**src/rtl/optclk_pkg.sv**
```systemverilog
`timescale 1ns/1ps
package optclk_pkg;
  localparam int unsigned CODE_W  = 2;
  localparam int unsigned RATIO_W = 3;

  typedef enum logic [CODE_W-1:0] {
    PDIV_1   = 2'b00,
    PDIV_3   = 2'b01,
    PDIV_4   = 2'b10,
    PDIV_BAD = 2'b11
  } prediv_e;

  typedef struct packed {
    logic [CODE_W-1:0] prediv;
    logic              pc_hi;
    logic              pd_hi;
    logic              wdt_en;
  } opt_t;

  function automatic logic [RATIO_W-1:0] prediv_ratio(input logic [CODE_W-1:0] code);
    case (code)
      PDIV_3:  return RATIO_W'(3);
      PDIV_4:  return RATIO_W'(4);
      default: return RATIO_W'(1);
    endcase
  endfunction

  function automatic logic code_reserved(input logic [CODE_W-1:0] code);
    return code == PDIV_BAD;
  endfunction
endpackage

```
**src/rtl/optclk_sync.sv**
```systemverilog
`timescale 1ns/1ps
module optclk_sync #(
  parameter int unsigned STAGES = 2
) (
  input  logic clk,
  input  logic d,
  output logic q
);
  logic [STAGES-1:0] chain;

  generate
    if (STAGES == 1) begin : g_one
      always_ff @(posedge clk) chain <= d;
    end else begin : g_many
      always_ff @(posedge clk) chain <= {chain[STAGES-2:0], d};
    end
  endgenerate

  assign q = chain[STAGES-1];
endmodule

```
**src/rtl/optclk_rst_filter.sv**
```systemverilog
`timescale 1ns/1ps
module optclk_rst_filter #(
  parameter int unsigned MIN_LOW = 4
) (
  input  logic clk,
  input  logic low_req,
  input  logic stb,
  output logic trip,
  output logic rst_q
);
  localparam int unsigned CNT_W = $clog2(MIN_LOW + 1);
  localparam logic [CNT_W-1:0] LAST = CNT_W'(MIN_LOW - 1);

  logic [CNT_W-1:0] run_cnt;

  // consecutive low samples, saturating at LAST
  always_ff @(posedge clk) begin
    if (!low_req)           run_cnt <= '0;
    else if (run_cnt != LAST) run_cnt <= run_cnt + CNT_W'(1);
  end

  assign trip = low_req && (run_cnt == LAST);

  // set on a long enough low; clear only on a cycle boundary with sources idle
  always_ff @(posedge clk) begin
    if (trip)                  rst_q <= 1'b1;
    else if (!low_req && stb)  rst_q <= 1'b0;
  end
endmodule

```
**src/rtl/optclk_cycle_div.sv**
```systemverilog
`timescale 1ns/1ps
module optclk_cycle_div
  import optclk_pkg::*;
#(
  parameter int unsigned CYC_LEN = 4
) (
  input  logic               clk,
  input  logic               clr,
  input  logic [RATIO_W-1:0] ratio,
  output logic               pre_tick,
  output logic               cyc_stb
);
  localparam int unsigned CYC_W = (CYC_LEN > 1) ? $clog2(CYC_LEN) : 1;
  localparam logic [CYC_W-1:0] CYC_LAST = CYC_W'(CYC_LEN - 1);

  logic [RATIO_W-1:0] pre_cnt;
  logic [CYC_W-1:0]   cyc_cnt;

  // >= guards against a ratio that shrank while the counter was running
  assign pre_tick = (pre_cnt >= (ratio - RATIO_W'(1)));
  assign cyc_stb  = pre_tick && (cyc_cnt == CYC_LAST);

  always_ff @(posedge clk) begin
    if (clr) begin
      pre_cnt <= '0;
      cyc_cnt <= '0;
    end else begin
      pre_cnt <= pre_tick ? '0 : pre_cnt + RATIO_W'(1);
      if (pre_tick) cyc_cnt <= (cyc_cnt == CYC_LAST) ? '0 : cyc_cnt + CYC_W'(1);
    end
  end
endmodule

```
**src/rtl/optclk_rst_ctrl.sv**
```systemverilog
`timescale 1ns/1ps
module optclk_rst_ctrl
  import optclk_pkg::*;
#(
  parameter int unsigned MIN_LOW     = 4,
  parameter int unsigned SYNC_STAGES = 2,
  parameter int unsigned CYC_LEN     = 4,
  parameter int unsigned PORT_W      = 4
) (
  input  logic              osc_clk,
  input  logic              rst_pin_n,
  input  logic              wdt_pin_n,
  input  logic [CODE_W-1:0] opt_prediv,
  input  logic              opt_pc_hi,
  input  logic              opt_pd_hi,
  input  logic              opt_wdt_en,
  output logic              cyc_stb,
  output logic              sys_rst,
  output logic [PORT_W-1:0] port_c_init,
  output logic [PORT_W-1:0] port_d_init,
  output logic              e1_is_wdt,
  output logic              cfg_err
);
  opt_t opt_q;
  logic rst_s, wdt_s, low_req, trip, hold, pre_tick;

  // option capture window is the internal reset
  always_ff @(posedge osc_clk) begin
    if (sys_rst) opt_q <= '{prediv: opt_prediv, pc_hi: opt_pc_hi,
                            pd_hi: opt_pd_hi, wdt_en: opt_wdt_en};
  end

  optclk_sync #(.STAGES(SYNC_STAGES)) u_rst_sync (
    .clk(osc_clk), .d(rst_pin_n), .q(rst_s));
  optclk_sync #(.STAGES(SYNC_STAGES)) u_wdt_sync (
    .clk(osc_clk), .d(wdt_pin_n), .q(wdt_s));

  assign low_req = !rst_s || (opt_q.wdt_en && !wdt_s);

  optclk_rst_filter #(.MIN_LOW(MIN_LOW)) u_filter (
    .clk(osc_clk), .low_req(low_req), .stb(cyc_stb),
    .trip(trip), .rst_q(sys_rst));

  assign hold = sys_rst && low_req;

  optclk_cycle_div #(.CYC_LEN(CYC_LEN)) u_div (
    .clk(osc_clk), .clr(hold), .ratio(prediv_ratio(opt_q.prediv)),
    .pre_tick(pre_tick), .cyc_stb(cyc_stb));

  assign port_c_init = {PORT_W{opt_q.pc_hi}};
  assign port_d_init = {PORT_W{opt_q.pd_hi}};
  assign e1_is_wdt   = opt_q.wdt_en;
  assign cfg_err     = code_reserved(opt_q.prediv);

  // the strobe never lasts two clocks
  a_r2_stb_single: assert property (@(posedge osc_clk) disable iff (!rst_pin_n)
    cyc_stb |=> !cyc_stb);

  // reserved code runs the predivider at full rate
  a_r3_err_full_rate: assert property (@(posedge osc_clk) disable iff (!rst_pin_n)
    cfg_err |-> pre_tick);

  // release lands on a cycle boundary
  a_r5_release_on_stb: assert property (@(posedge osc_clk) disable iff (!rst_pin_n)
    $fell(sys_rst) |-> $past(cyc_stb));

  // captured options frozen outside reset
  a_r7_opts_frozen: assert property (@(posedge osc_clk) disable iff (!rst_pin_n)
    (!sys_rst && !$past(sys_rst)) |->
      ($stable(port_c_init) && $stable(port_d_init) && $stable(e1_is_wdt) && $stable(cfg_err)));

  // a new reset needs four prior low requests
  generate
    if (MIN_LOW == 4) begin : g_min4
      a_r4_min_low: assert property (@(posedge osc_clk) disable iff (!rst_pin_n)
        $rose(sys_rst) |-> ($past(low_req, 1) && $past(low_req, 2) &&
                            $past(low_req, 3) && $past(low_req, 4)));
    end
  endgenerate
endmodule

```
**config.mk**
```make
export PLATFORM = sky130hd
export DESIGN_NAME = optclk_rst_ctrl
export DESIGN_NICKNAME = d
export VERILOG_FILES = /design/src/rtl/optclk_pkg.sv /design/src/rtl/optclk_sync.sv /design/src/rtl/optclk_rst_filter.sv /design/src/rtl/optclk_cycle_div.sv /design/src/rtl/optclk_rst_ctrl.sv
export SDC_FILE = /design/constraint.sdc
export NUM_CORES = 1
export LEC_CHECK = 0
export ABC_AREA = 1
export BUFFER_PORTS_ARGS = -buffer_cell sky130_fd_sc_hd__buf_4
export CAP_MARGIN = 20
export CORE_UTILIZATION = 50
export DETAILED_ROUTE_END_ITERATION = 8
export GPL_TIMING_DRIVEN = 1
export PLACE_DENSITY_LB_ADDON = 0.1
export SLEW_MARGIN = 20
export SYNTH_ARGS = -nofsm -noshare
export SYNTH_HDL_FRONTEND = slang
export SYNTH_SLANG_ARGS = --single-unit
export TNS_END_PERCENT = 30
```
**constraint.sdc**
```tcl
create_clock -name osc_clk -period 1.8 [get_ports osc_clk]
set_input_delay 0.09 -clock osc_clk [delete_from_list [all_inputs] [get_ports osc_clk]]
set_output_delay 0.09 -clock osc_clk [all_outputs]
set_load 0.01 [all_outputs]
```
==> results.md <==
* Run status: finished, violations left
* Violated checks: negative setup slack
* Row count at 14
* Mux share of post-synthesis cell area at 0
* Synth Area in XOR/XNOR at 0.0212
* Worst slew pin tran at 0.338 ns
* # IOs at 20
* Fill count at 110
* Max Slew Vio Count at 0
* Cell-internal power at 0.711 mW
* Post-Syn Area at 826 µm²
* Compound-gate portion of the synthesized area at 0.0561
* H-Tree Depth at 1
* Critical path type: register to primary output
* Fmax at 548 MHz
* Worst VDD drop at 627 µV
* Placer Congestion at 0.729
* DP HPWL at 914 µm
* Wire length per cell at 10.1 µm
* Drt first pass iters at 3
* Maxcap violations at 0
* Final Hold Fails at 0
* Nets at 134
* Vias after detailed routing at 608
* Routed met2 length at 664 µm
* Simple-Gate Fraction of Synth Area at 0.133
* Initial antenna violation count at 0
* Post-Synthesis Cells at 85
* Main combinational cell family by area after synthesis: adder cells
* Die span in y at 42.6 µm
* Psw at 0.289 mW
* Iter 0 DRT Violations at 6
* Tcrit/Tclk final at 1.01
* Via/cell ratio at 4.64
* Initial Util at 0.542
* Lkg Pwr at 0.575 nW
* Sequential fraction of the synthesis area at 0.497
* Layout cells sized above 1 at 0.365
* RR Startpoint: opt_q[4]
* Final min period at 1.82 ns
* Element type at the critical path end: primary output
* TNS Setup at -0.0248 ns
* Reg clk slew, reported paths at 0.10 ns
* R2r setup slk at 0.18 ns
* Min-Delay Path Depth at 0
* Worst slack at placement at 0.113 ns
* Worst min-delay path class: register to register
* First-pass GRT wire length at 2220 µm
* # DRC at 0
* Worst path arrival time at 1.73 ns
* IO buf count at 19
* Critical Path Source: opt_q[4]
* Top cells by area, synth: dfxtp_1 (32%), edfxtp_1 (18%), ha_1 (15%), buf_4 (7.3%), inv_1 (6.8%)
* Worst R2R Path Depth at 11
* Ant diodes at 0
* Largest net degree at the start of global routing at 11
* Number of global-route vias before repair at 577
* YS warnings at 0
* Clock sinks at 18
* Mean Syn Cell Area at 9.72 µm²
* Root Driver: clkbuf_4
* Die width at 42.6 µm
* Clk Latency, worst-skew pair at 0.29 ns
* Gr ovfl total at 0
* Critical path launch point type: register
* Max-slew headroom at 0.775
* Max FO, Critical Path at 2
* Area Overhead vs Synth at 39.8%
* Reg power frac at 0.509
* Clock power share at 0.198
* Seq cells post-synth at 18
* CTS Buffer Depth at 2
* PD cells at 866 mW/mm²
* Tot GR Track Use at 0.166
* Critical Path End: cyc_stb
* Combinational Power Share at 0.293
* Adder-cell share of the synthesized area at 0.152
* Mapped Nets at 103
* Final number of setup-violating endpoints at 1
* Yosys cell types at 16
* Req. time, crit path at 1.71 ns
* Critical R2R Capture: u_filter.rst_q
* Final ANT Viol Nets at 0
* Met3 WL at 50 µm
* Synth top area share at 0.315
* CTS tree: yes
* Setup ws final at -0.0248 ns
* Metal-1 WL at 582 µm
* Die Footprint at 0.00182 mm²
* Core Area at 0.00152 mm²
* Num CTS Buffers at 3
* Routed WL at 1320 µm
* Setup repair after global routing missed its margin: true
* Top layer used by detailed routing: met4
* Switching portion of total power at 0.289
* Largest area contributor in the synthesized netlist: dfxtp_1
* Clk_skew at 0.00617 ns
-- power by group through the flow --
stage | Combinational [mW] | Clock [mW] | Sequential [mW]
floorplan | 0.184 | 0 | 0.511
global route | 0.338 | 0.218 | 0.517
global placement | 0.226 | 0 | 0.515
finish | 0.293 | 0.198 | 0.509
detailed placement | 0.234 | 0 | 0.518
CTS | 0.288 | 0.205 | 0.510
-- logic make-up (layout without fill, tap and decap cells) --
kind of cell,count (synthesis),after routing
flip-flops,18,18
buffers and inverters,23,53
adder cells (fa/ha/maj),10,10
AND/OR/NAND/NOR,25,25
AO/OA/AOI/OAI,7,7
XOR/XNOR,2,2
-- worst min-delay path by stage --
stage | start | end
5_1_grt | u_rst_sync.chain[0] | u_rst_sync.chain[1]
4_1_cts | u_rst_sync.chain[0] | u_rst_sync.chain[1]
3_3_place_gp | wdt_pin_n | u_wdt_sync.chain[0]
6_report | u_rst_sync.chain[0] | u_rst_sync.chain[1]
2_1_floorplan | rst_pin_n | u_rst_sync.chain[0]
3_5_place_dp | rst_pin_n | u_rst_sync.chain[0]
-- per-stage QoR --
step	utilization	hold WS, ns	instances	power [mW]	area (µm²)
after detailed placement	0.609	0.197	112	0.751	928
after global routing	0.758	0.355	131	1.07	1150
after floorplan	-	0.118	85	0.695	826
after global placement	0.609	0.195	112	0.741	928
final	0.758	0.336	131	1.00	1150
after CTS	0.745	0.340	130	1.00	1130
-- sequential cells by signal, summed over array words and instances, names as in the netlist --
signal	flops
port_d_init	1
opt_q	2
port_c_init	1
u_filter.run_cnt	3
u_div.pre_cnt	3
e1_is_wdt	1
u_filter.rst_q	1
u_wdt_sync.chain	2
u_rst_sync.chain	2
u_div.cyc_cnt	2
-- timing repair --
| item | 4_1_cts | 5_1_grt |
|---|---|---|
| gates resized for setup | 12 | 1 |
| setup endpoints to repair | 1 | 1 |
| pin swaps | 5 | 3 |
| hold endpoints to repair | 7 | 0 |
| hold buffers | 7 | 0 |
| setup buffers | 7 | 1 |
-- worst max-delay path: stages (launching register included) --
cell      delay [ns]
edfxtp_1        0.43
buf_6           0.15
ha_4            0.21
ha_4            0.25
nand2_1         0.04
inv_1           0.05
nand2_2         0.07
nand2_4         0.07
nand2_4         0.05
inv_2           0.05
buf_6           0.09
-- layer usage --
| metal | GRT usage | vias to the layer above |
|---|---|---|
| met5 | 0 | - |
| met1 | 0.192 | 270 |
| met4 | 0.0750 | 0 |
| li1 | - | 319 |
| met2 | 0.285 | 15 |
| met3 | 0.0388 | 4 |
-- cells in the mapped netlist (all sizes together) --
master  number
a21oi        4
buf          8
dfxtp       13
edfxtp       5
ha          10
inv         15
nand2       17
nand3        2
nor2         3
nor3         3
o21ai        3
xnor2        1
xor2         1
-- placed cells by master, fill, tap and decap left out, types with 2 or more instances in the layout --
| cell type | n |
|---|---|
| buf_4 | 25 |
| inv_1 | 13 |
| nand2_1 | 13 |
| dfxtp_1 | 13 |
| dlygate4sd3_1 | 7 |
| ha_1 | 5 |
| edfxtp_1 | 5 |
| ha_4 | 4 |
| o21ai_0 | 3 |
| a21oi_1 | 3 |
| nor2_1 | 3 |
| nor3_1 | 3 |
| clkbuf_4 | 3 |
| inv_2 | 2 |
| nand2_2 | 2 |
| nand2_4 | 2 |
| nand3_1 | 2 |
| buf_6 | 2 |
-- area by class of cell --
class / instances / area, µm² / share of cell area
Sequential cell: 18 / 410 / 0.355
Tap cell: 16 / 20.0 / 0.0173
Timing Repair Buffer: 34 / 280 / 0.243
Multi-Input combinational cell: 44 / 362 / 0.313
Inverter: 15 / 56.3 / 0.0488
Clock buffer: 4 / 26.3 / 0.0228
No activity file was read; power rests on OpenSTA's default activity.
